### config.mk
export PLATFORM = sky130hd
export DESIGN_NAME = sv32_leaf_guard
export DESIGN_NICKNAME = d
export VERILOG_FILES = /design/src/rtl/sv32_guard_pkg.sv /design/src/rtl/sv32_entry_split.sv /design/src/rtl/sv32_priv_gate.sv /design/src/rtl/sv32_right_flags.sv /design/src/rtl/sv32_leaf_guard.sv
export SDC_FILE = /design/constraint.sdc
export NUM_CORES = 1
export LEC_CHECK = 0
export ABC_AREA = 1
export ABC_CLOCK_PERIOD_IN_PS = 2200
export BUFFER_PORTS_ARGS = -buffer_cell sky130_fd_sc_hd__buf_2
export CORE_AREA = 2 2 40 42
export CTS_BUF_LIST = sky130_fd_sc_hd__clkbuf_4
export CTS_CLUSTER_DIAMETER = 200
export CTS_CLUSTER_SIZE = 30
export DETAILED_ROUTE_END_ITERATION = 7
export DIE_AREA = 0 0 42 44
export PLACE_DENSITY = 0.9
export SYNTH_ARGS = -nofsm -noshare
export SYNTH_HDL_FRONTEND = slang
export SYNTH_HIERARCHICAL = 1
export SYNTH_SLANG_ARGS = --single-unit
export TNS_END_PERCENT = 5
### constraint.sdc
create_clock -name clk -period 2.2 [get_ports clk]
set_input_delay 0.11 -clock clk [delete_from_list [all_inputs] [get_ports clk]]
set_output_delay 0.11 -clock clk [all_outputs]
set_load 0.05 [all_outputs]
### src/rtl/sv32_guard_pkg.sv
package sv32_guard_pkg;

  typedef enum logic [1:0] {
    ACC_LOAD  = 2'd0,
    ACC_STORE = 2'd1,
    ACC_FETCH = 2'd2,
    ACC_RSVD  = 2'd3
  } acc_e;

  typedef enum logic [2:0] {
    CZ_NONE    = 3'd0,
    CZ_INVALID = 3'd1,
    CZ_RSVENC  = 3'd2,
    CZ_PRIV    = 3'd3,
    CZ_PERM    = 3'd4,
    CZ_ALIGN   = 3'd5,
    CZ_ADFLAG  = 3'd6
  } cause_e;

  typedef struct packed {
    logic d;
    logic a;
    logic g;
    logic u;
    logic x;
    logic w;
    logic r;
    logic v;
  } pte_flags_t;

  // access kind is backed by the matching right in the entry
  function automatic logic f_right_ok(input acc_e acc, input pte_flags_t fl);
    logic ok;
    case (acc)
      ACC_LOAD:  ok = fl.r;
      ACC_STORE: ok = fl.w;
      ACC_FETCH: ok = fl.x;
      default:   ok = 1'b0;
    endcase
    return ok;
  endfunction

  // accessed or dirty flag is still clear for this access
  function automatic logic f_flag_stale(input acc_e acc, input pte_flags_t fl);
    return !fl.a || ((acc == ACC_STORE) && !fl.d);
  endfunction

endpackage

### src/rtl/sv32_entry_split.sv
module sv32_entry_split
  import sv32_guard_pkg::*;
#(
  parameter int ENTRY_W  = 32,
  parameter int FLAG_W   = 8,
  parameter int LOPN_LSB = 10,
  parameter int LOPN_W   = 10
) (
  input  logic [ENTRY_W-1:0] entry_i,
  output pte_flags_t         flags_o,
  output logic               lopn_nz_o
);
  localparam int LOPN_MSB = LOPN_LSB + LOPN_W - 1;

  assign flags_o   = pte_flags_t'(entry_i[FLAG_W-1:0]);
  assign lopn_nz_o = |entry_i[LOPN_MSB:LOPN_LSB];
endmodule

### src/rtl/sv32_priv_gate.sv
module sv32_priv_gate
  import sv32_guard_pkg::*;
(
  input  logic umode_i,
  input  logic sum_i,
  input  acc_e acc_i,
  input  logic upage_i,
  output logic priv_fault_o
);
  logic user_blocked;
  logic sup_blocked;

  assign user_blocked = umode_i && !upage_i;
  assign sup_blocked  = !umode_i && upage_i && ((acc_i == ACC_FETCH) || !sum_i);
  assign priv_fault_o = user_blocked || sup_blocked;
endmodule

### src/rtl/sv32_right_flags.sv
module sv32_right_flags
  import sv32_guard_pkg::*;
(
  input  acc_e       acc_i,
  input  pte_flags_t flags_i,
  input  logic       hwad_i,
  output logic       perm_fault_o,
  output logic       ad_fault_o,
  output logic       upd_need_o,
  output logic       upd_d_val_o
);
  logic stale;

  assign stale        = f_flag_stale(acc_i, flags_i);
  assign perm_fault_o = !f_right_ok(acc_i, flags_i);
  assign ad_fault_o   = stale && !hwad_i;
  assign upd_need_o   = stale && hwad_i;
  assign upd_d_val_o  = (acc_i == ACC_STORE) || flags_i.d;
endmodule

### src/rtl/sv32_leaf_guard.sv
module sv32_leaf_guard
  import sv32_guard_pkg::*;
#(
  parameter int ENTRY_W  = 32,
  parameter int LOPN_LSB = 10,
  parameter int LOPN_W   = 10,
  parameter int CAUSE_W  = 3
) (
  input  logic               clk,
  input  logic               rst_n,
  input  logic               req_i,
  input  logic [ENTRY_W-1:0] pte_i,
  input  logic [1:0]         acc_i,
  input  logic               umode_i,
  input  logic               sum_i,
  input  logic               hwad_i,
  input  logic               lvl_i,
  output logic               rsp_vld_o,
  output logic               allow_o,
  output logic               fault_o,
  output logic [CAUSE_W-1:0] cause_o,
  output logic               upd_req_o,
  output logic               upd_a_o,
  output logic               upd_d_o
);
  localparam int FLAG_W = $bits(pte_flags_t);

  acc_e       acc;
  pte_flags_t flags;
  logic       lopn_nz;
  logic       ev_invalid, ev_rsvenc, ev_priv, ev_perm, ev_align, ev_adflag;
  logic       ev_upd_need, upd_d_val;
  cause_e     cause_nx;
  logic       grant_nx;

  assign acc = acc_e'(acc_i);

  sv32_entry_split #(
    .ENTRY_W (ENTRY_W),
    .FLAG_W  (FLAG_W),
    .LOPN_LSB(LOPN_LSB),
    .LOPN_W  (LOPN_W)
  ) u_split (
    .entry_i  (pte_i),
    .flags_o  (flags),
    .lopn_nz_o(lopn_nz)
  );

  sv32_priv_gate u_priv (
    .umode_i     (umode_i),
    .sum_i       (sum_i),
    .acc_i       (acc),
    .upage_i     (flags.u),
    .priv_fault_o(ev_priv)
  );

  sv32_right_flags u_rights (
    .acc_i       (acc),
    .flags_i     (flags),
    .hwad_i      (hwad_i),
    .perm_fault_o(ev_perm),
    .ad_fault_o  (ev_adflag),
    .upd_need_o  (ev_upd_need),
    .upd_d_val_o (upd_d_val)
  );

  assign ev_invalid = !flags.v;
  assign ev_rsvenc  = flags.w && !flags.r;
  assign ev_align   = lvl_i && lopn_nz;

  // fixed rule order, first failure wins
  always_comb begin
    if (ev_invalid)     cause_nx = CZ_INVALID;
    else if (ev_rsvenc) cause_nx = CZ_RSVENC;
    else if (ev_priv)   cause_nx = CZ_PRIV;
    else if (ev_perm)   cause_nx = CZ_PERM;
    else if (ev_align)  cause_nx = CZ_ALIGN;
    else if (ev_adflag) cause_nx = CZ_ADFLAG;
    else                cause_nx = CZ_NONE;
  end

  assign grant_nx = (cause_nx == CZ_NONE);

  always_ff @(posedge clk) begin
    if (!rst_n) begin
      rsp_vld_o <= 1'b0;
      allow_o   <= 1'b0;
      fault_o   <= 1'b0;
      cause_o   <= '0;
      upd_req_o <= 1'b0;
      upd_a_o   <= 1'b0;
      upd_d_o   <= 1'b0;
    end else begin
      rsp_vld_o <= req_i;
      allow_o   <= req_i && grant_nx;
      fault_o   <= req_i && !grant_nx;
      cause_o   <= req_i ? CAUSE_W'(cause_nx) : '0;
      upd_req_o <= req_i && grant_nx && ev_upd_need;
      upd_a_o   <= req_i && grant_nx && ev_upd_need;
      upd_d_o   <= req_i && grant_nx && ev_upd_need && upd_d_val;
    end
  end

  AST_RSP_NEXT_CYCLE: assert property (@(posedge clk) disable iff (!rst_n)
    req_i |=> rsp_vld_o);
  AST_IDLE_QUIET: assert property (@(posedge clk) disable iff (!rst_n)
    !req_i |=> !rsp_vld_o && !allow_o && !fault_o && !upd_req_o);
  AST_INVALID_FAULTS: assert property (@(posedge clk) disable iff (!rst_n)
    (req_i && !pte_i[0]) |=> fault_o && (cause_o == CAUSE_W'(1)));
  AST_SUP_FETCH_USER: assert property (@(posedge clk) disable iff (!rst_n)
    (req_i && !umode_i && (acc_i == 2'd2) && pte_i[4]) |=> !allow_o);
  AST_GRANT_XOR_FAULT: assert property (@(posedge clk) disable iff (!rst_n)
    rsp_vld_o |-> $onehot({allow_o, fault_o}));
  AST_UPD_NEEDS_GRANT: assert property (@(posedge clk) disable iff (!rst_n)
    upd_req_o |-> allow_o && upd_a_o);
  AST_NO_UPD_SW_MODE: assert property (@(posedge clk) disable iff (!rst_n)
    (req_i && !hwad_i) |=> !upd_req_o);
endmodule

After elaboration in Yosys (flattened, before gate mapping)
Cells that the tools add are included.

Register bits after elaboration: 8. Bits in latches: 0. Bits in writable memories: 0. ROM bits: 0. Input bits: 41. Output and inout bits: 9. Logic and storage cells: 43. Memories: 0.

Add/sub/neg operators: 0. Multipliers: 0. Divide/modulo/power cells: 0. Magnitude comparators: 0. Equality and inequality tests: 2. Shift operators: 0. Muxes and demuxes: 7. Bitwise logic cells: 0. Reductions and logical operators: 28.

Operators with widths (number): 3-bit 2-to-1 mux (6); 1-bit logical AND (12); 10-bit OR reduction (1); 1-bit zero test (8); 1-bit logical OR (4); 3-bit zero test (1); 1-bit case mux with 3 select lines (1); 2-bit by 1-bit equality test with 1-bit output (second input constant) (1); 2-bit equality test (second input constant) (1); 2-bit zero test (1); 2-bit AND reduction (1).

Logic depth before layout (Yosys ltp)
Depth after elaboration: 14. Depth in mapped cells: 11. Gate-level depth less buffers: 11.

Hierarchy
Netlist, hierarchy kept.

Modules (own cells, without submodules): sv32_leaf_guard (times used 1, cells each 39, area an instance 307.8 µm², seq. area each 160.2 µm²); sv32_entry_split (times used 1, cells each 17, area an instance 98.8 µm², seq. area each 0.0 µm²); sv32_right_flags (times used 1, cells each 13, area an instance 60.1 µm², seq. area each 0.0 µm²); sv32_priv_gate (times used 1, cells each 8, area an instance 32.5 µm², seq. area each 0.0 µm²).

Worst setup path after synthesis
No wires, ideal clock.

Path kind: input to register. Start: in pte_i[1]. End: reg upd_d_o. Library setup time: 73 ps. Data arrival time: 954 ps. Data required time: 2127 ps. Slack: 1173 ps. Stages: 9. Path buffers: 1. Path through: buf_4 > nor3b_1 > nor2_1 > inv_1 > nand3_1 > nand2_1 > nand2_1 > nand4_2 > nor3_2.

Cells in the longest elaborated chain, start to end: 9. Elaborated cells between the ends (all ways): 11. Those cells by class: 5 x mux; 6 x reduce/logical.

Ends and longest elaborated chain: start, declared (RTL line sv32_leaf_guard.sv:12) `input logic [ENTRY_W-1:0] pte_i,`; 1-bit case mux with 3 select lines (RTL line sv32_guard_pkg.sv:34) `case (acc)`; 3-bit 2-to-1 mux (RTL line sv32_leaf_guard.sv:76) `else if (ev_perm) cause_nx = CZ_PERM;`; 3-bit 2-to-1 mux (RTL line sv32_leaf_guard.sv:75) `else if (ev_priv) cause_nx = CZ_PRIV;`; 3-bit 2-to-1 mux (*) (RTL line sv32_leaf_guard.sv:74) `else if (ev_rsvenc) cause_nx = CZ_RSVENC;`; 3-bit 2-to-1 mux (*) (RTL line sv32_leaf_guard.sv:73) `if (ev_invalid) cause_nx = CZ_INVALID;`; 3-bit zero test (*) (RTL line sv32_leaf_guard.sv:82) `assign grant_nx = (cause_nx == CZ_NONE);`; 1-bit logical AND (*) (3 in a row) (RTL line sv32_leaf_guard.sv:100) `upd_d_o <= req_i && grant_nx && ev_upd_need && upd_d_val;`; end signal, assigned (RTL line sv32_leaf_guard.sv:100); end, declared (RTL line sv32_leaf_guard.sv:24) `output logic upd_d_o`.

Every way passes the cells marked *; elsewhere a longest branch is shown, timed or not. A chain may end at the register's enable or synchronous reset.

Final worst setup path
Start: in pte_i[11]. End: reg upd_d_o.

Cells in the longest elaborated chain, start to end: 11.

Ends and longest elaborated chain: 10-bit OR reduction (RTL line sv32_entry_split.sv:16) `assign lopn_nz_o = |entry_i[LOPN_MSB:LOPN_LSB];`; named net lopn_nz (RTL line sv32_leaf_guard.sv:30) `logic lopn_nz;`; 1-bit logical AND (RTL line sv32_leaf_guard.sv:69) `assign ev_align = lvl_i && lopn_nz;`; 3-bit 2-to-1 mux (RTL line sv32_leaf_guard.sv:77) `else if (ev_align) cause_nx = CZ_ALIGN;`; 3-bit 2-to-1 mux (RTL line sv32_leaf_guard.sv:76); 3-bit 2-to-1 mux (RTL line sv32_leaf_guard.sv:75); 3-bit 2-to-1 mux (RTL line sv32_leaf_guard.sv:74); 3-bit 2-to-1 mux (RTL line sv32_leaf_guard.sv:73); 3-bit zero test (RTL line sv32_leaf_guard.sv:82); 1-bit logical AND (3 in a row) (RTL line sv32_leaf_guard.sv:100).

The timed path passes the listed nets, and every way through them passes these cells.

==> results.json <==
{
  "setup_violations": 0,
  "cts-root-buf": "clkbuf_4",
  "crit_path_end_kind": "flip-flop",
  "wl_um": 990,
  "finalHoldViolCount": 0,
  "final_common_cell": "buf_2",
  "drive_gt1_frac": 0.400,
  "ys.warnings.count": 6,
  "die-area_mm2": 0.00185,
  "vias": 531,
  "cts_max_level": 1,
  "hold_ws_ps": 159,
  "arrival_ps": 1100,
  "grt_max_degree": 6,
  "syn2layout_area_growth_pct": 31.0,
  "met3_usage": 0.0167,
  "ir_worst_vdd_uv": 142,
  "gr-total-overflow": 0,
  "antenna_found_initial": 0,
  "path_class": "in -> reg",
  "io_buffers": 34,
  "grt_pass1_wl_mm": 1.59,
  "leakagePower_nw": 0.402,
  "fin_nets": 148,
  "cap_viol_max_count": 0,
  "die_y_um": 44,
  "required_ps": 2370,
  "vias_per_cell": 4.39,
  "place.gp.congestion": 0.713,
  "drv_slew": 0,
  "startpoint_type": "primary input",
  "clockBufferDepth": 2,
  "final_util": 0.454,
  "clkTransAtPathRegs_ps": 50,
  "setup_slack_ps": 1270,
  "track_usage": 0.116,
  "die_w_um": 42,
  "finalCritPeriodShare": 0.422,
  "synth_area_um2": 492,
  "drt_pass1_iterations": 4,
  "min_from": "req_i",
  "start_util": 0.347,
  "use_met2": 0.219,
  "antenna_left": 0,
  "post_cts_buffers": 0,
  "core_area_mm2": 0.00142,
  "cts_resized": 0,
  "cp-startpoint": "pte_i[11]",
  "p_per_area_mw_per_mm2": 539,
  "drcViolationCount": 0,
  "initialDrtViolationCount": 11,
  "rsz0062_at_grt": "no",
  "final_cell_mix": "buf_2 (34), nand2_1 (15), inv_1 (14), nor2_1 (11), dfxtp_1 (8)",
  "syn-instance-count": 76,
  "cp_max_fo": 3,
  "max_freq_mhz": 1080,
  "numCtsBuffers": 3,
  "drt-wirelength-per-cell_um": 8.18,
  "status": "finished, final reports clean",
  "antennaDiodeCount": 0,
  "hold_buffers": 0,
  "synth_nets": 117,
  "place_hpwl_um": 860,
  "num_rows": 14,
  "tightest_slew_ps": 250,
  "met1_usage": 0.103,
  "pre_cts_slack_ps": 1010,
  "syn_area_per_cell_um2": 6.47,
  "busiest_layer": "met2",
  "cts_tree": "yes",
  "hold_path_class": "in -> reg",
  "period_minus_slack_ps": 929,
  "grt_pass1_vias": 445,
  "power_uw": 348,
  "io_pins": 50,
  "cts_sinks": 8,
  "fin_tns_setup_ps": 0,
  "slew_headroom": 0.834
}
[layer usage]
metal  vias up  wire length [um]
met4         0                 0
li1        281                 -
met1       227               372
met2        23               533
met5         -                 0
met3         0                84
[report_power, final]
part	total [mW]	switching, mW	leakage (nW)	internal, mW
clock	0.106	0.0438	0.0138	0.0620
sequential	0.152	0.00105	0.0654	0.151
combinational	0.0899	0.0564	0.322	0.0335
[path summary, 6_finish.rpt]
check | endpoint | depth (start not counted)
worst max-delay path | upd_d_o$_SDFF_PN0_ | 9
worst min-delay path | cause_o[0]$_SDFF_PN0_ | 3
[sequential cells by signal, summed over array words and instances, names as in the netlist]
register and cells:
upd_a_o 1, fault_o 1, cause_o 3, allow_o 1, upd_d_o 1, rsp_vld_o 1
[worst max-delay path: stages]
cell and delay, ps:
buf_2 90, or2_0 210, nor2_1 100, nand2_1 60, nand2_1 100, nand2_1 60
nand3_1 120, nand4_2 140, nor3_2 110
[stage by stage]
stage	cells	instance area, um2
2_1_floorplan	76	492
3_3_place_gp	118	622
3_5_place_dp	118	622
4_1_cts	121	644
5_1_grt	121	644
6_report	121	644
[area by class of cell]
class / instances / area, um2
multi-input cells: 46 / 219
inverters: 14 / 52.6
repair buffers: 34 / 170
flip-flops and latches: 8 / 160
well taps: 16 / 20.0
fillers: 141 / 774
clock buffers: 3 / 22.5
No activity file was read; power rests on OpenSTA's default activity.
